`src/rtl/stt_pkg.sv`:
```
package stt_pkg;
  typedef enum logic [1:0] {
    REG_CFG    = 2'd0,
    REG_STATUS = 2'd1,
    REG_PEEK   = 2'd2
  } reg_sel_e;

  localparam int unsigned RUN_BIT  = 24;
  localparam int unsigned IE_BIT   = 25;
  localparam int unsigned PEND_BIT = 31;
endpackage

```
`src/rtl/stt_prescaler.sv`:
```
module stt_prescaler #(
  parameter int unsigned PRESCALE = 16
) (
  input  logic clk,
  input  logic rst,
  output logic tick
);
  localparam int unsigned PW = (PRESCALE > 1) ? $clog2(PRESCALE) : 1;

  generate
    if (PRESCALE > 1) begin : g_div
      logic [PW-1:0] phase;
      always_ff @(posedge clk) begin
        if (rst) phase <= '0;
        else if (phase == PW'(PRESCALE - 1)) phase <= '0;
        else phase <= phase + 1'b1;
      end
      assign tick = (phase == PW'(PRESCALE - 1));
    end else begin : g_pass
      assign tick = 1'b1;
    end
  endgenerate
endmodule

```
`src/rtl/stt_interval_counter.sv`:
```
module stt_interval_counter #(
  parameter int unsigned CNT_W = 20
) (
  input  logic             clk,
  input  logic             rst,
  input  logic             tick,
  input  logic             run_en,
  input  logic [CNT_W-1:0] limit,
  output logic [CNT_W-1:0] cnt,
  output logic             wrap
);
  logic active;

  // keeps going after run_en drops until it is back at zero
  assign active = run_en || (cnt != '0);
  assign wrap   = tick && active && (cnt >= limit);

  always_ff @(posedge clk) begin
    if (rst) cnt <= '0;
    else if (wrap) cnt <= '0;
    else if (tick && active) cnt <= cnt + 1'b1;
  end
endmodule

```
`src/rtl/stt_tally.sv`:
```
module stt_tally #(
  parameter int unsigned TALLY_W = 12
) (
  input  logic               clk,
  input  logic               rst,
  input  logic               inc,
  input  logic               clr,
  output logic [TALLY_W-1:0] tally
);
  always_ff @(posedge clk) begin
    if (rst) tally <= '0;
    else if (clr && inc) tally <= TALLY_W'(1);
    else if (clr) tally <= '0;
    else if (inc) tally <= tally + 1'b1;
  end
endmodule

```
`src/rtl/stt_regfile.sv`:
```
module stt_regfile
  import stt_pkg::*;
#(
  parameter int unsigned CNT_W   = 20,
  parameter int unsigned TALLY_W = 12,
  parameter int unsigned DATA_W  = 32
) (
  input  logic               clk,
  input  logic               rst,
  input  logic               wr_en,
  input  logic               rd_en,
  input  logic [1:0]         addr,
  input  logic [DATA_W-1:0]  wdata,
  input  logic               wrap,
  input  logic [CNT_W-1:0]   cnt,
  input  logic [TALLY_W-1:0] tally,
  output logic [CNT_W-1:0]   cfg_limit,
  output logic               cfg_run,
  output logic               cfg_ie,
  output logic               status_rd,
  output logic               pending,
  output logic [DATA_W-1:0]  rdata,
  output logic               rd_valid,
  output logic               irq
);
  localparam int unsigned PEEK_W = CNT_W + TALLY_W;

  logic [DATA_W-1:0] rd_mux;
  reg_sel_e          sel;

  assign sel       = reg_sel_e'(addr);
  assign status_rd = rd_en && (sel == REG_STATUS);

  always_comb begin
    rd_mux = '0;
    case (sel)
      REG_CFG: begin
        rd_mux[CNT_W-1:0] = cfg_limit;
        rd_mux[RUN_BIT]   = cfg_run;
        rd_mux[IE_BIT]    = cfg_ie;
      end
      REG_STATUS: begin
        rd_mux[TALLY_W-1:0] = tally;
        rd_mux[PEND_BIT]    = pending;
      end
      REG_PEEK: rd_mux[PEEK_W-1:0] = {tally, cnt};
      default: rd_mux = '0;
    endcase
  end

  always_ff @(posedge clk) begin
    if (rst) begin
      cfg_limit <= '0;
      cfg_run   <= 1'b0;
      cfg_ie    <= 1'b0;
      pending   <= 1'b0;
      rdata     <= '0;
      rd_valid  <= 1'b0;
      irq       <= 1'b0;
    end else begin
      if (wr_en && (sel == REG_CFG)) begin
        cfg_limit <= wdata[CNT_W-1:0];
        cfg_run   <= wdata[RUN_BIT];
        cfg_ie    <= wdata[IE_BIT];
      end
      if (wrap) pending <= 1'b1;
      else if (status_rd) pending <= 1'b0;
      rd_valid <= rd_en;
      if (rd_en) rdata <= rd_mux;
      irq <= pending && cfg_ie;
    end
  end
endmodule

```
`src/rtl/sched_tick_timer.sv`:
```
module sched_tick_timer #(
  parameter int unsigned PRESCALE = 16,
  parameter int unsigned CNT_W    = 20,
  parameter int unsigned TALLY_W  = 12,
  parameter int unsigned DATA_W   = 32
) (
  input  logic              clk,
  input  logic              rst,
  input  logic              wr_en,
  input  logic              rd_en,
  input  logic [1:0]        addr,
  input  logic [DATA_W-1:0] wdata,
  output logic [DATA_W-1:0] rdata,
  output logic              rd_valid,
  output logic              irq
);
  logic               tick;
  logic               wrap;
  logic [CNT_W-1:0]   cnt;
  logic [TALLY_W-1:0] tally;
  logic [CNT_W-1:0]   cfg_limit;
  logic               cfg_run;
  logic               cfg_ie;
  logic               status_rd;
  logic               pending;

  stt_prescaler #(.PRESCALE(PRESCALE)) u_div (
    .clk(clk), .rst(rst), .tick(tick)
  );

  stt_interval_counter #(.CNT_W(CNT_W)) u_cnt (
    .clk(clk), .rst(rst), .tick(tick), .run_en(cfg_run),
    .limit(cfg_limit), .cnt(cnt), .wrap(wrap)
  );

  stt_tally #(.TALLY_W(TALLY_W)) u_tally (
    .clk(clk), .rst(rst), .inc(wrap), .clr(status_rd), .tally(tally)
  );

  stt_regfile #(.CNT_W(CNT_W), .TALLY_W(TALLY_W), .DATA_W(DATA_W)) u_regs (
    .clk(clk), .rst(rst), .wr_en(wr_en), .rd_en(rd_en), .addr(addr),
    .wdata(wdata), .wrap(wrap), .cnt(cnt), .tally(tally),
    .cfg_limit(cfg_limit), .cfg_run(cfg_run), .cfg_ie(cfg_ie),
    .status_rd(status_rd), .pending(pending), .rdata(rdata),
    .rd_valid(rd_valid), .irq(irq)
  );
endmodule

```
`config.mk`:
```
export PLATFORM = sky130hd
export DESIGN_NAME = sched_tick_timer
export DESIGN_NICKNAME = d
export VERILOG_FILES = /design/src/rtl/stt_pkg.sv /design/src/rtl/stt_prescaler.sv /design/src/rtl/stt_interval_counter.sv /design/src/rtl/stt_tally.sv /design/src/rtl/stt_regfile.sv /design/src/rtl/sched_tick_timer.sv
export SDC_FILE = /design/constraint.sdc
export NUM_CORES = 1
export LEC_CHECK = 0
export BUFFER_PORTS_ARGS = -buffer_cell sky130_fd_sc_hd__buf_2
export CORE_MARGIN = 2
export CORE_UTILIZATION = 57
export CTS_CLUSTER_DIAMETER = 60
export DETAILED_ROUTE_END_ITERATION = 10
export GPL_ROUTABILITY_DRIVEN = 0
export PLACE_DENSITY = 0.83
export RECOVER_POWER = 50
export SYNTH_ARGS = -nofsm -noshare
export SYNTH_HDL_FRONTEND = slang
export SYNTH_HIERARCHICAL = 1
export SYNTH_SLANG_ARGS = --single-unit
```
`constraint.sdc`:
```
create_clock -name clk -period 3.2 [get_ports clk]
set_input_delay 0.16 -clock clk [delete_from_list [all_inputs] [get_ports clk]]
set_output_delay 0.16 -clock clk [all_outputs]
set_load 0.05 [all_outputs]
```
Yosys cells after proc, flatten, opt, wreduce, memory -nomap -nowiden

Index checks and enable logic that the tools add are counted.

Register bits: 93
Input bits: 38
Output and inout bits: 34
Logic and storage cells: 43

Add/subtract/negate cells: 3
Magnitude comparators: 1
Equality and inequality tests: 3
Mux-type cells: 11
Reductions and logical operators: 14

Operator list:

| cell                  | number |
|---|---|
| $pmux 12 s3           | 1 |
| $add 20x1->20 const B | 1 |
| $ge 20x20->1          | 1 |
| $reduce_bool 20->1    | 1 |
| $pmux 8 s2            | 1 |
| $add 12x1->12 const B | 1 |
| $logic_and 1x1->1     | 6 |
| $mux 1                | 5 |
| $mux 5                | 1 |
| $add 4x1->4 const B   | 1 |
| $eq 4x4->1 const B    | 1 |
| $mux 4                | 1 |
| $pmux 2 s2            | 1 |
| $reduce_or 2->1       | 2 |
| $reduce_bool 3->1     | 1 |
| $reduce_or 3->1       | 1 |
| $eq 2x1->1 const B    | 1 |
| $eq 2x2->1 const B    | 1 |
| $logic_not 2->1       | 1 |
| $pmux 1 s2            | 1 |
| $reduce_bool 2->1     | 1 |
| $logic_or 1x1->1      | 1 |

Longest topological paths before layout

Depth in word-level cells: 7
Mapped depth: 11
Depth with buffers taken out: 9

Hierarchy

Netlist, hierarchy kept.

By module, submodules not included:

| module               | times used | cells an instance | area each (sq um) | sequential area each (sq um) |
|---|---|---|---|---|
| stt_regfile          | 1          | 272               | 2379.8            | 1141.1 |
| stt_interval_counter | 1          | 187               | 1529.0            | 400.4 |
| stt_tally            | 1          | 59                | 553.0             | 240.2 |
| stt_prescaler        | 1          | 15                | 166.4             | 80.1 |

Worst setup path before layout

No wires, ideal clock.

Kind: reg-to-reg
From: register u_regs.cfg_limit[19]
To: register u_tally.tally[10]
Setup time: 71 ps
Data arrival time: 2442 ps
Data required time: 3129 ps
Path slack: 688 ps
Cell stages (with the launch flop): 12
Buffers on the path: 2
Clock period less this slack: 2512 ps
Path through: dfxtp_1 inv_1 ha_1 nand4_1 nor2_1 nand4b_1 a41oi_1 buf_2 buf_2 nand3_1 or4_1 a21oi_1

Longest elaborated chain between the ends: 4

RTL lines:

| element                   | line                       | RTL |
|---|---|---|
| start, declared           | stt_regfile.sv:17          | `output logic [CNT_W-1:0] cfg_limit,` |
| start signal, assigned    | stt_regfile.sv:62          | `cfg_limit <= wdata[CNT_W-1:0];` |
| $ge 20x20->1 (*)          | stt_interval_counter.sv:16 | `assign wrap = tick && active && (cnt >= limit);` |
| $logic_and 1x1->1 (*)     | stt_interval_counter.sv:16 |  |
| named net wrap            | sched_tick_timer.sv:18     | `logic wrap;` |
| $logic_and 1x1->1         | stt_tally.sv:12            | `else if (clr && inc) tally <= TALLY_W'(1);` |
| $reduce_or 3->1 (no line) | n/a                        |  |
| end signal, assigned      | stt_tally.sv:14            | `else if (inc) tally <= tally + 1'b1;` |
| end, declared             | stt_tally.sv:8             | `output logic [TALLY_W-1:0] tally` |

The timed path passes the listed nets; every way through them passes the cells marked *.
A chain may end at the register's enable or synchronous reset.

Worst setup path in the final report

From: register u_cnt.cnt[15]
To: register u_tally.tally[10]

Longest elaborated chain between the ends: 6
Elaborated cells on any way between the ends: 7
Classes of those cells: order compare (1); reduce/logical (6)

RTL lines:

| element                                                              | line                       | RTL |
|---|---|---|
| start, declared                                                      | stt_interval_counter.sv:9  | `output logic [CNT_W-1:0] cnt,` |
| start signal, assigned                                               | stt_interval_counter.sv:21 | `else if (tick && active) cnt <= cnt + 1'b1;` |
| parallel branches: the longest is 3 deep, another holds $ge 20x20->1 | n/a                        |  |
| $logic_and 1x1->1 (*)                                                | stt_interval_counter.sv:16 |  |
| named net wrap                                                       | sched_tick_timer.sv:18     |  |
| $logic_and 1x1->1                                                    | stt_tally.sv:12            |  |
| $reduce_or 3->1 (no line)                                            | n/a                        |  |

Mark *: on every way through the listed nets, which the timed path passes.

==> reports/qor.yml <==
synthesis:
  syn-instance-count: 533
  synth_commonest_cells: "dfxtp_1, nand2_1, a21oi_1"
  synth_cell_type_count: 49
  ys_seq_area_share_pct: 40.2
  async_reset_ff_share_pct: 0
  synth_top_area_share_pct: 40.2
  synth-edff-count: 0
  synth_ff_type: "dfxtp_1"
  netlist_area_mm2: 0.00463
  synthTopCellsByArea: "dfxtp_1, ha_1, a21oi_1"
  synth.most_common_cell: "dfxtp_1"
  syn_area_per_cell_um2: 8.68
  synth_largest_area_cell: "dfxtp_1"
  yosysWarningCount: 6
  ys_ff_latch: 93
  mappedNetlistNets: 600
detailed_routing:
  drt-initial-drc-count: 518
  vias_per_cell: 6.06
  wl_mm: 11.4
  drc: 0
  ant_nets: 0
  avgRoutedWirePerCell_um: 16.7
  vias: 4132
  dr.pass1.iters: 8
die:
  die_h_um: 94.1
  initial_core_util_pct: 59.3
  die_w_um: 94.1
  pin_count: 72
  rows: 32
  coreArea_mm2: 0.00781
  die_area_mm2: 0.00886
clocking:
  cts-resized-gates: 0
  cts_made_buffers: 9
  htree_levels: 3
  cts_hold_buffers: 0
  cts.clk_slew.worst_paths_ns: 0.09
  cts_setup_buffers: 0
  clock_sinks: 93
  clkLatencyLatePin_ns: 0.36
  cts_tree: "done"
  cts_root_buffer: "clkbuf_8"
  clk_path_buf_depth: 2
place:
  dp_cells: 666
  portBuffers: 61
  pre_cts_slack_ns: 0.551
  dpl.hpwl_mm: 7.88
worst_setup_path:
  crit_path_end_kind: "flip-flop"
  slowest_stage: "or4_1"
  critical_path_class: "reg2reg"
  cp_max_fo: 6
  path_cells: "ha_1 > nand4_1 > nor2_1 > nand4b_1 > a41oi_2 > nand3_1 > or4_1 > a21oi_1"
  crit_arrival_ns: 3.05
  r2r_cells: 8
  crit_required_ns: 3.49
  crit_path_max_incr_delay_ns: 0.53
  startpoint_type: "flip-flop"
timing:
  worstMarginPinSlew_ns: 1.83
  post-route-worst-setup-slack_ns: 0.444
  period_needed_ns: 2.76
  fin_crit_sh_pct: 86.1
  skew_ns: 0.00718
  setup_violations: 0
  final_max_slew_viol_count: 46
  finalHoldViolCount: 0
  timing.slew.headroom_pct: -21.9
  timing.setup.tns_ns: 0
  grt_setup_unrepaired: "false"
  fmax_ghz: 0.363
global_route:
  grt_util_all_layers_pct: 26.9
  grt_first_pass_wirelength_mm: 18.8
  grt_max_degree: 49
  antenna_found_initial: 0
  grt_overflow: 0
  grt_pass1_vias: 3921
layout:
  nets: 642
  utilization_pct: 64.4
  area_delta_synth_final_pct: 8.57
  drive_above_1_share_pct: 9.66
  final_cells: 682
  n_antenna_cell: 0
job:
  cap_violations: 1
min_path:
  worstHoldPathType: "in2reg"
  hold_path_depth: 3
status:
  violations: "capacitance limit, slew limit"
  run_status: "complete, but fails checks"
pwr:
  finalPower_w: 0.00212
  ir_worst_vdd_uv: 432
  p_leak_nw: 1.80
  power_density_mw_per_mm2: 423
==> per-layer routing <==
metal	global-route usage, %	vias to the layer above	share of wire [%]
li1	-	1988	-
met1	33.9	1969	43
met2	46.5	158	49
met3	5.30	17	6.3
met4	8.33	0	1.4
met5	0	-	0
==> layout make-up <==
class / instances / area [µm²]
multi-input combinational: 367 / 2400
timing repair buffer: 66 / 297
clock buffer: 12 / 165
clock inverter: 4 / 30.0
sequential: 93 / 1860
inverter: 38 / 143
tap: 102 / 128
fill: 685 / 2780
==> sequential cells by signal, indices dropped and copies added, names as in the netlist <==
signal             cells
u_regs/cfg_ie          1
u_regs/cfg_limit      20
u_regs/cfg_run         1
u_regs/rd_valid        1
u_regs/pending         1
u_cnt/cnt             20
u_div/g_div.phase      4
u_tally/tally         12
u_regs/irq             1
u_regs/rdata          32
==> cell usage in the layout (no fill, tap or decap), drive strengths merged, types with 2 or more instances in the layout <==
cell type | netlist | layout
a311oi | 9 | 9
clkbuf | 8 | 48
nor4 | 4 | 4
nor3 | 22 | 22
buf | 27 | 30
o31ai | 4 | 4
ha | 29 | 29
o2111ai | 3 | 3
nand2 | 68 | 68
mux2i | 2 | 2
a222oi | 12 | 12
nor2b | 12 | 12
nand3 | 9 | 9
xnor2 | 6 | 6
nand2b | 4 | 4
nand4b | 2 | 2
or3 | 5 | 5
inv | 38 | 39
or4 | 4 | 4
o211ai | 14 | 14
xor2 | 16 | 16
and2 | 4 | 4
nor2 | 30 | 30
o21ai | 13 | 13
and4 | 5 | 5
a211oi | 3 | 3
a21oi | 51 | 51
o32ai | 12 | 12
nand4 | 9 | 9
dfxtp | 93 | 93
clkinv | 0 | 2
and3 | 7 | 7
==> power breakdown <==
group | switching (W) | internal, W | total (W)
Combinational | 0.000125 | 0.0000489 | 0.000174
Clock | 0.000410 | 0.000349 | 0.000759
Sequential | 0.0000144 | 0.00118 | 0.00119
==> worst max-delay path, delay by kind of cell, from the launching register on <==
kind                     cells  cell delay [ns]
AO/OA/AOI/OAI                2             0.59
adder cells (fa/ha/maj)      1             0.36
flip-flops                   1             0.38
AND/OR/NAND/NOR              5             1.35
==> cell families after synthesis <==
group | share of synthesized area (%)
flip-flops | 40.2
adder cells (fa/ha/maj) | 7.84
AND/OR/NAND/NOR | 21.2
buffers and inverters | 7.79
AO/OA/AOI/OAI | 18.3
multiplexers | 0.433
XOR/XNOR | 4.16
==> metrics by stage <==
stage,cell area [µm²],hold slack [ns]
2_1_floorplan,4630,0.229
3_3_place_gp,4890,0.403
3_5_place_dp,4890,0.409
4_1_cts,5080,0.0182
5_1_grt,5020,0.0216
6_report,5020,0.0368
==> final timing paths <==
path / startpoint / to / slack, ns
min: wdata[12] / u_regs/cfg_limit[12]$_SDFFE_PP0P_ / 0.04
max: u_cnt/cnt[15]$_SDFFE_PP0P_ / u_tally/tally[10]$_SDFFE_PP0P_ / 0.44
max reg2reg: u_cnt/cnt[15]$_SDFFE_PP0P_ / u_tally/tally[10]$_SDFFE_PP0P_ / 0.44
min reg2reg: u_regs/rdata[3]$_SDFFE_PP0P_ / u_regs/rdata[3]$_SDFFE_PP0P_ / 0.48
(Power assumes the default switching activity.)
